<file path="config.mk">
export PLATFORM = sky130hd
export DESIGN_NAME = tokro_ctrl
export DESIGN_NICKNAME = d
export VERILOG_FILES = /design/src/rtl/tokro_pkg.sv /design/src/rtl/tokro_fsm.sv /design/src/rtl/tokro_fetch.sv /design/src/rtl/tokro_out.sv /design/src/rtl/tokro_ctrl.sv
export SDC_FILE = /design/constraint.sdc
export NUM_CORES = 1
export LEC_CHECK = 0
export ABC_AREA = 1
export CORE_MARGIN = 5
export CORE_UTILIZATION = 50
export DETAILED_ROUTE_END_ITERATION = 12
export DONT_BUFFER_PORTS = 1
export MAX_ROUTING_LAYER = met4
export PLACE_DENSITY = 0.65
export SYNTH_ARGS = -nofsm -noshare
export SYNTH_HDL_FRONTEND = slang
export SYNTH_SLANG_ARGS = --single-unit
</file>
<file path="constraint.sdc">
create_clock -name clk -period 3.53 [get_ports clk]
set_input_delay 0.5295 -clock clk [delete_from_list [all_inputs] [get_ports clk]]
set_output_delay 0.5295 -clock clk [all_outputs]
set_load 0.03 [all_outputs]
</file>
<file path="src/rtl/tokro_pkg.sv">
package tokro_pkg;

  typedef enum logic [1:0] {
    ST_IDLE  = 2'd0,
    ST_FETCH = 2'd1,
    ST_DRAIN = 2'd2,
    ST_HAND  = 2'd3
  } tok_state_e;

  // Event count limited to the depth of the event store
  function automatic int unsigned clamp_events(int unsigned cnt, int unsigned max_evt);
    return (cnt > max_evt) ? max_evt : cnt;
  endfunction

  // Number of bus words a chip sends for a given event count
  function automatic int unsigned word_total(int unsigned cnt, int unsigned max_evt,
                                             int unsigned wpe);
    return clamp_events(cnt, max_evt) * wpe;
  endfunction

endpackage

</file>
<file path="src/rtl/tokro_fsm.sv">
module tokro_fsm
  import tokro_pkg::*;
(
  input  logic       clk,
  input  logic       rst_n,
  input  logic       readout_en,
  input  logic       tok_in,
  input  logic       zero_evt,
  input  logic       fetch_done,
  input  logic       last_word,
  output logic       accept,
  output logic       fetch_active,
  output logic       tok_out,
  output logic       busy,
  output logic       bus_oe
);

  tok_state_e st_q, st_d;

  assign accept = (st_q == ST_IDLE) && readout_en && tok_in;

  always_comb begin
    st_d = st_q;
    unique case (st_q)
      ST_IDLE:  if (accept) st_d = zero_evt ? ST_HAND : ST_FETCH;
      ST_FETCH: if (last_word) st_d = ST_HAND;
                else if (fetch_done) st_d = ST_DRAIN;
      ST_DRAIN: if (last_word) st_d = ST_HAND;
      ST_HAND:  st_d = ST_IDLE;
      default:  st_d = ST_IDLE;
    endcase
  end

  always_ff @(posedge clk or negedge rst_n) begin
    if (!rst_n) st_q <= ST_IDLE;
    else        st_q <= st_d;
  end

  assign fetch_active = (st_q == ST_FETCH);
  assign tok_out      = (st_q == ST_HAND);
  assign busy         = (st_q != ST_IDLE);
  assign bus_oe       = (st_q == ST_FETCH) || (st_q == ST_DRAIN);

  AST_IGNORE_TOKEN: assert property (@(posedge clk) disable iff (!rst_n)
    (st_q == ST_IDLE && !(readout_en && tok_in)) |=> !busy);
  AST_ZERO_PASS: assert property (@(posedge clk) disable iff (!rst_n)
    (accept && zero_evt) |=> (tok_out && !bus_oe));
  AST_TOKOUT_PULSE: assert property (@(posedge clk) disable iff (!rst_n)
    tok_out |=> !tok_out);
  AST_OE_HANDOFF: assert property (@(posedge clk) disable iff (!rst_n)
    $fell(bus_oe) |-> tok_out);
  AST_BUSY_END: assert property (@(posedge clk) disable iff (!rst_n)
    $fell(busy) |-> $past(tok_out));

endmodule

</file>
<file path="src/rtl/tokro_fetch.sv">
module tokro_fetch
  import tokro_pkg::*;
#(
  parameter int CNT_W   = 4,
  parameter int MAX_EVT = 5,
  parameter int WPE     = 2,
  parameter int TOT_W   = 4,
  parameter int ADDR_W  = 4
) (
  input  logic              clk,
  input  logic              rst_n,
  input  logic              load,
  input  logic [CNT_W-1:0]  evt_count,
  input  logic              active,
  output logic [TOT_W-1:0]  total,
  output logic              mem_rd_en,
  output logic [ADDR_W-1:0] mem_addr,
  output logic              fetch_done,
  output logic              rd_issued
);

  logic [TOT_W-1:0] total_q;
  logic [TOT_W-1:0] rd_ptr;

  always_ff @(posedge clk or negedge rst_n) begin
    if (!rst_n) begin
      total_q   <= '0;
      rd_ptr    <= '0;
      rd_issued <= 1'b0;
    end else begin
      rd_issued <= mem_rd_en;
      if (load) begin
        total_q <= TOT_W'(word_total(32'(evt_count), MAX_EVT, WPE));
        rd_ptr  <= '0;
      end else if (mem_rd_en) begin
        rd_ptr  <= rd_ptr + 1'b1;
      end
    end
  end

  assign total      = total_q;
  assign fetch_done = (rd_ptr == total_q);
  assign mem_rd_en  = active && !fetch_done;
  assign mem_addr   = ADDR_W'(rd_ptr);

  AST_ADDR_STEP: assert property (@(posedge clk) disable iff (!rst_n)
    (mem_rd_en && $past(mem_rd_en)) |-> (mem_addr == ADDR_W'($past(mem_addr) + 1'b1)));
  AST_PTR_BOUND: assert property (@(posedge clk) disable iff (!rst_n)
    rd_ptr <= total_q);
  AST_TOTAL_CLAMP: assert property (@(posedge clk) disable iff (!rst_n)
    32'(total_q) <= MAX_EVT * WPE);

endmodule

</file>
<file path="src/rtl/tokro_out.sv">
module tokro_out #(
  parameter int DATA_W = 16,
  parameter int TOT_W  = 4
) (
  input  logic              clk,
  input  logic              rst_n,
  input  logic              load,
  input  logic              rd_issued,
  input  logic [DATA_W-1:0] mem_rd_data,
  input  logic [TOT_W-1:0]  total,
  input  logic              bus_oe,
  output logic [DATA_W-1:0] bus_data,
  output logic              bus_valid,
  output logic              last_word
);

  logic [DATA_W-1:0] data_q;
  logic              valid_q;
  logic [TOT_W-1:0]  sent_q;

  always_ff @(posedge clk or negedge rst_n) begin
    if (!rst_n) begin
      data_q  <= '0;
      valid_q <= 1'b0;
      sent_q  <= '0;
    end else begin
      valid_q <= rd_issued;
      if (rd_issued) data_q <= mem_rd_data;
      if (load)         sent_q <= '0;
      else if (valid_q) sent_q <= sent_q + 1'b1;
    end
  end

  assign last_word = valid_q && (sent_q == total - TOT_W'(1));
  assign bus_data  = bus_oe ? data_q : '0;
  assign bus_valid = valid_q;

  AST_VALID_IN_OE: assert property (@(posedge clk) disable iff (!rst_n)
    bus_valid |-> bus_oe);
  AST_NO_GAP: assert property (@(posedge clk) disable iff (!rst_n)
    (bus_valid && !last_word) |=> bus_valid);

endmodule

</file>
<file path="src/rtl/tokro_ctrl.sv">
module tokro_ctrl
  import tokro_pkg::*;
#(
  parameter int DATA_W        = 16,
  parameter int CNT_W         = 4,
  parameter int MAX_EVT       = 5,
  parameter int WORDS_PER_EVT = 2,
  localparam int MAX_WORDS    = MAX_EVT * WORDS_PER_EVT,
  localparam int TOT_W        = $clog2(MAX_WORDS + 1),
  localparam int ADDR_W       = (MAX_WORDS > 1) ? $clog2(MAX_WORDS) : 1
) (
  input  logic              clk,
  input  logic              rst_n,
  input  logic              readout_en,
  input  logic              tok_in,
  input  logic [CNT_W-1:0]  evt_count,
  input  logic [DATA_W-1:0] mem_rd_data,
  output logic              tok_out,
  output logic              busy,
  output logic              mem_rd_en,
  output logic [ADDR_W-1:0] mem_addr,
  output logic [DATA_W-1:0] bus_data,
  output logic              bus_oe,
  output logic              bus_valid
);

  logic             accept;
  logic             fetch_active;
  logic             fetch_done;
  logic             rd_issued;
  logic             last_word;
  logic             zero_evt;
  logic [TOT_W-1:0] total;

  assign zero_evt = (evt_count == '0);

  tokro_fsm u_fsm (
    .clk          (clk),
    .rst_n        (rst_n),
    .readout_en   (readout_en),
    .tok_in       (tok_in),
    .zero_evt     (zero_evt),
    .fetch_done   (fetch_done),
    .last_word    (last_word),
    .accept       (accept),
    .fetch_active (fetch_active),
    .tok_out      (tok_out),
    .busy         (busy),
    .bus_oe       (bus_oe)
  );

  tokro_fetch #(
    .CNT_W   (CNT_W),
    .MAX_EVT (MAX_EVT),
    .WPE     (WORDS_PER_EVT),
    .TOT_W   (TOT_W),
    .ADDR_W  (ADDR_W)
  ) u_fetch (
    .clk        (clk),
    .rst_n      (rst_n),
    .load       (accept),
    .evt_count  (evt_count),
    .active     (fetch_active),
    .total      (total),
    .mem_rd_en  (mem_rd_en),
    .mem_addr   (mem_addr),
    .fetch_done (fetch_done),
    .rd_issued  (rd_issued)
  );

  tokro_out #(
    .DATA_W (DATA_W),
    .TOT_W  (TOT_W)
  ) u_out (
    .clk         (clk),
    .rst_n       (rst_n),
    .load        (accept),
    .rd_issued   (rd_issued),
    .mem_rd_data (mem_rd_data),
    .total       (total),
    .bus_oe      (bus_oe),
    .bus_data    (bus_data),
    .bus_valid   (bus_valid),
    .last_word   (last_word)
  );

  AST_NO_READ_IDLE: assert property (@(posedge clk) disable iff (!rst_n)
    mem_rd_en |-> (busy && bus_oe));

endmodule

</file>
==> flow_metrics.env <==
export IMPL_clock_path_buffers=2
export IMPL_drive_above_1_share=0.215
export IMPL_antenna_found_initial=0
export IMPL_hold_viol=0
export IMPL_io_buffers=0
export IMPL_drt_wirelength_per_cell_um=13.4
export IMPL_row_count=21
export IMPL_synthCells=190
export IMPL_syn_area_per_cell_sq_um=8.75
export IMPL_fin_crit_sh=0.732
export IMPL_ys_seq_area_frac=0.467
export IMPL_crit_family="adder cells"
export IMPL_hold_buffers=1
export IMPL_cpPeakStageDelay_ps=800
export IMPL_synth_top_area_frac=0.467
export IMPL_grtUsageTotal=0.169
export IMPL_routed_top_layer="met4"
export IMPL_slew_headroom=0.489
export IMPL_async_reset_ff_frac=1.00
export IMPL_ant_nets=0
export IMPL_ys_flop_type="dfrtp_1"
export IMPL_grt_max_degree=32
export IMPL_drt_wl_total_um=3220
export IMPL_critical_path_buf_inv_count=2
export IMPL_routabilityCongestion=0.810
export IMPL_end_kind="primary output"
export IMPL_grt_pass1_vias=1279
export IMPL_required_ps=3000
export IMPL_reg2reg_slack_ps=1760
export IMPL_hold_ws_ps=20.4
export IMPL_synth_nets=222
export IMPL_numCtsBuffers=5
export IMPL_path_class="reg2out"
export IMPL_fin_tns_setup_ps=0
export IMPL_nets=226
export IMPL_worstSetupStartpointType="register"
export IMPL_ir_drop_mv=0.484
export IMPL_clock_latency_ps=320
export IMPL_die_h_um=67.7
export IMPL_crit_arrival_ps=2060
export IMPL_worst_path_stages=4
export IMPL_fmax_ghz=0.387
export IMPL_yosys_top_cells_count="nand2_1, inv_1, dfrtp_1, mux2_2"
export IMPL_ff2ff_path_depth=6
export IMPL_rsz0062_at_grt="no"
export IMPL_netlist_top_cells_area="dfrtp_1, nand2_1, mux2_2"
export IMPL_power_frac_comb=0.527
export IMPL_crit_top_cell="inv_1"
export IMPL_synth_most_common_cell="nand2_1"
export IMPL_diodes=0
export IMPL_num_io_pins=49
export IMPL_yosysWarningCount=0
export IMPL_htreeDepth=2
export IMPL_syn_area_sq_mm=0.00166
export IMPL_yosys_register_bits=31
export IMPL_cts_root_buf="clkbuf_4"
export IMPL_hold_path_class="in2async"
export IMPL_cp_cell_sequence="inv_1 -> ha_1 -> nand2_1 -> inv_1"
export IMPL_worst_clock_skew_ps=5.39
export IMPL_nFillCells=303
export IMPL_worst_path_max_fanout=18
export IMPL_leakage_uw=0.000955
export IMPL_power_share_sequential=0.375
export IMPL_cts_tree="built"
export IMPL_switchingPower_uw=1060
export IMPL_drtIter0Drc=40
export IMPL_wl_met2_um=1600
export IMPL_start_util=0.506
export IMPL_path_clk_slew_ps=100
export IMPL_gr_total_overflow=0
export IMPL_tightest_slew_ps=766
export IMPL_finalSetupViolations=0
export IMPL_internal_power_uw=934
export IMPL_ys_types=26
export IMPL_coreArea_sq_mm=0.00328
export IMPL_power_density_mw_per_mm2=1130
export IMPL_slowest_stage="ha_1"
export IMPL_yosysTopAreaCell="dfrtp_1"
export IMPL_die_area_sq_mm=0.00458
export IMPL_area_growth_pct=6.77
export IMPL_period_minus_slack_ps=2590
export IMPL_synth_edf_count=0
export IMPL_via_count=1182
export IMPL_cts_sinks=31
export IMPL_dr_wl_met3_um=218
export IMPL_maxCapViolCount=0
export IMPL_drt_pass1_iterations=4
export IMPL_grt_pass1_wl_um=5550
export IMPL_post_cts_buffers=0
export IMPL_cts_resized=0
export IMPL_clkPwrFrac=0.098
export IMPL_drv_slew=0
export IMPL_drcViolationCount=0
export IMPL_wirelength_met1_um=1380
export IMPL_routed_via_density=4.90
export IMPL_fp_dieW_um=67.7
export IMPL_run_status="complete, no violations"
export IMPL_dp_hpwl_um=2540
export IMPL_swShare=0.533
[through the flow]
stage,worst slack (ps),util,instance area (sq um),std cells,power [uW]
after detailed placement,1280,0.518,1700,232,1820
final,945,0.541,1780,241,2000
after floorplan,1350,-,1660,190,1660
after CTS,894,0.541,1780,241,2030
after global placement,1330,0.518,1700,232,1770
after global routing,762,0.541,1780,241,2180
[final cells by class]
cell class	instances	area [sq um]	share of cell area
clock inverters	2	12.5	0.00705
repair buffers	1	20.0	0.0113
multi-input cells	117	726	0.409
well taps	46	57.6	0.0324
clock buffers	6	41.3	0.0233
flip-flops and latches	31	776	0.437
inverters	38	143	0.0803
[cells by family after synthesis]
kind of cell    synth area share
flops                      0.467
mux                        0.108
buf+inv                   0.0971
xor+xnor                 0.00527
compound gates            0.0519
simple gates               0.211
fa+ha+maj                 0.0602
[power groups by stage]
| stage | Combinational (uW) | Clock, uW | Sequential [uW] |
|---|---|---|---|
| 6_report | 1050 | 197 | 749 |
| 5_1_grt | 1180 | 223 | 782 |
| 4_1_cts | 1070 | 207 | 752 |
| 3_5_place_dp | 1060 | 0 | 760 |
| 3_3_place_gp | 1030 | 0 | 744 |
| 2_1_floorplan | 970 | 0 | 688 |
[worst register-to-register path: stages (launching register included)]
cell,delay (ps)
dfrtp_1,440
inv_1,120
ha_1,800
nand2_1,110
o21ai_0,100
nand3_1,90
nand2_1,70
[cells in the final DEF, fill, tap and decap left out, types with 2 or more instances in the layout]
cell and instances:
nand2_1 49, nor2_2 3, nor2_1 8, nand2_2 5, a31oi_1 2, a21oi_1 2, mux2_2 16, inv_2 5
a21oi_2 2, nor3_1 3, inv_1 33, o21ai_0 4, dfrtp_1 31, ha_1 8, clkbuf_4 5, nand3_1 6
[sequential cells by signal, summed over array words and instances, names as in the netlist]
name,cells
u_fetch.mem_addr,4
u_fsm.st_q,2
u_fetch.total,3
u_out.bus_valid,1
u_out.sent_q,4
u_out.data_q,16
u_fetch.rd_issued,1
[final timing paths]
path | from | end
setup / recovery | u_fsm.st_q[0] | bus_data[11]
hold / removal | rst_n | u_out.bus_valid
setup reg to reg | u_fsm.st_q[0] | u_fsm.st_q[1]
hold reg to reg | u_out.data_q[9] | u_out.data_q[9]
max in group asynchronous | rst_n | u_fetch.mem_addr[3]
min in group clk | mem_rd_data[9] | u_out.data_q[9]
[metal layers]
| layer | up-vias | global-route usage |
|---|---|---|
| met4 | 0 | 0.0582 |
| met1 | 552 | 0.199 |
| li1 | 592 | - |
| met2 | 36 | 0.259 |
| met5 | - | - |
| met3 | 2 | 0.0732 |
Note: power is estimated with default switching activity, not from simulation.
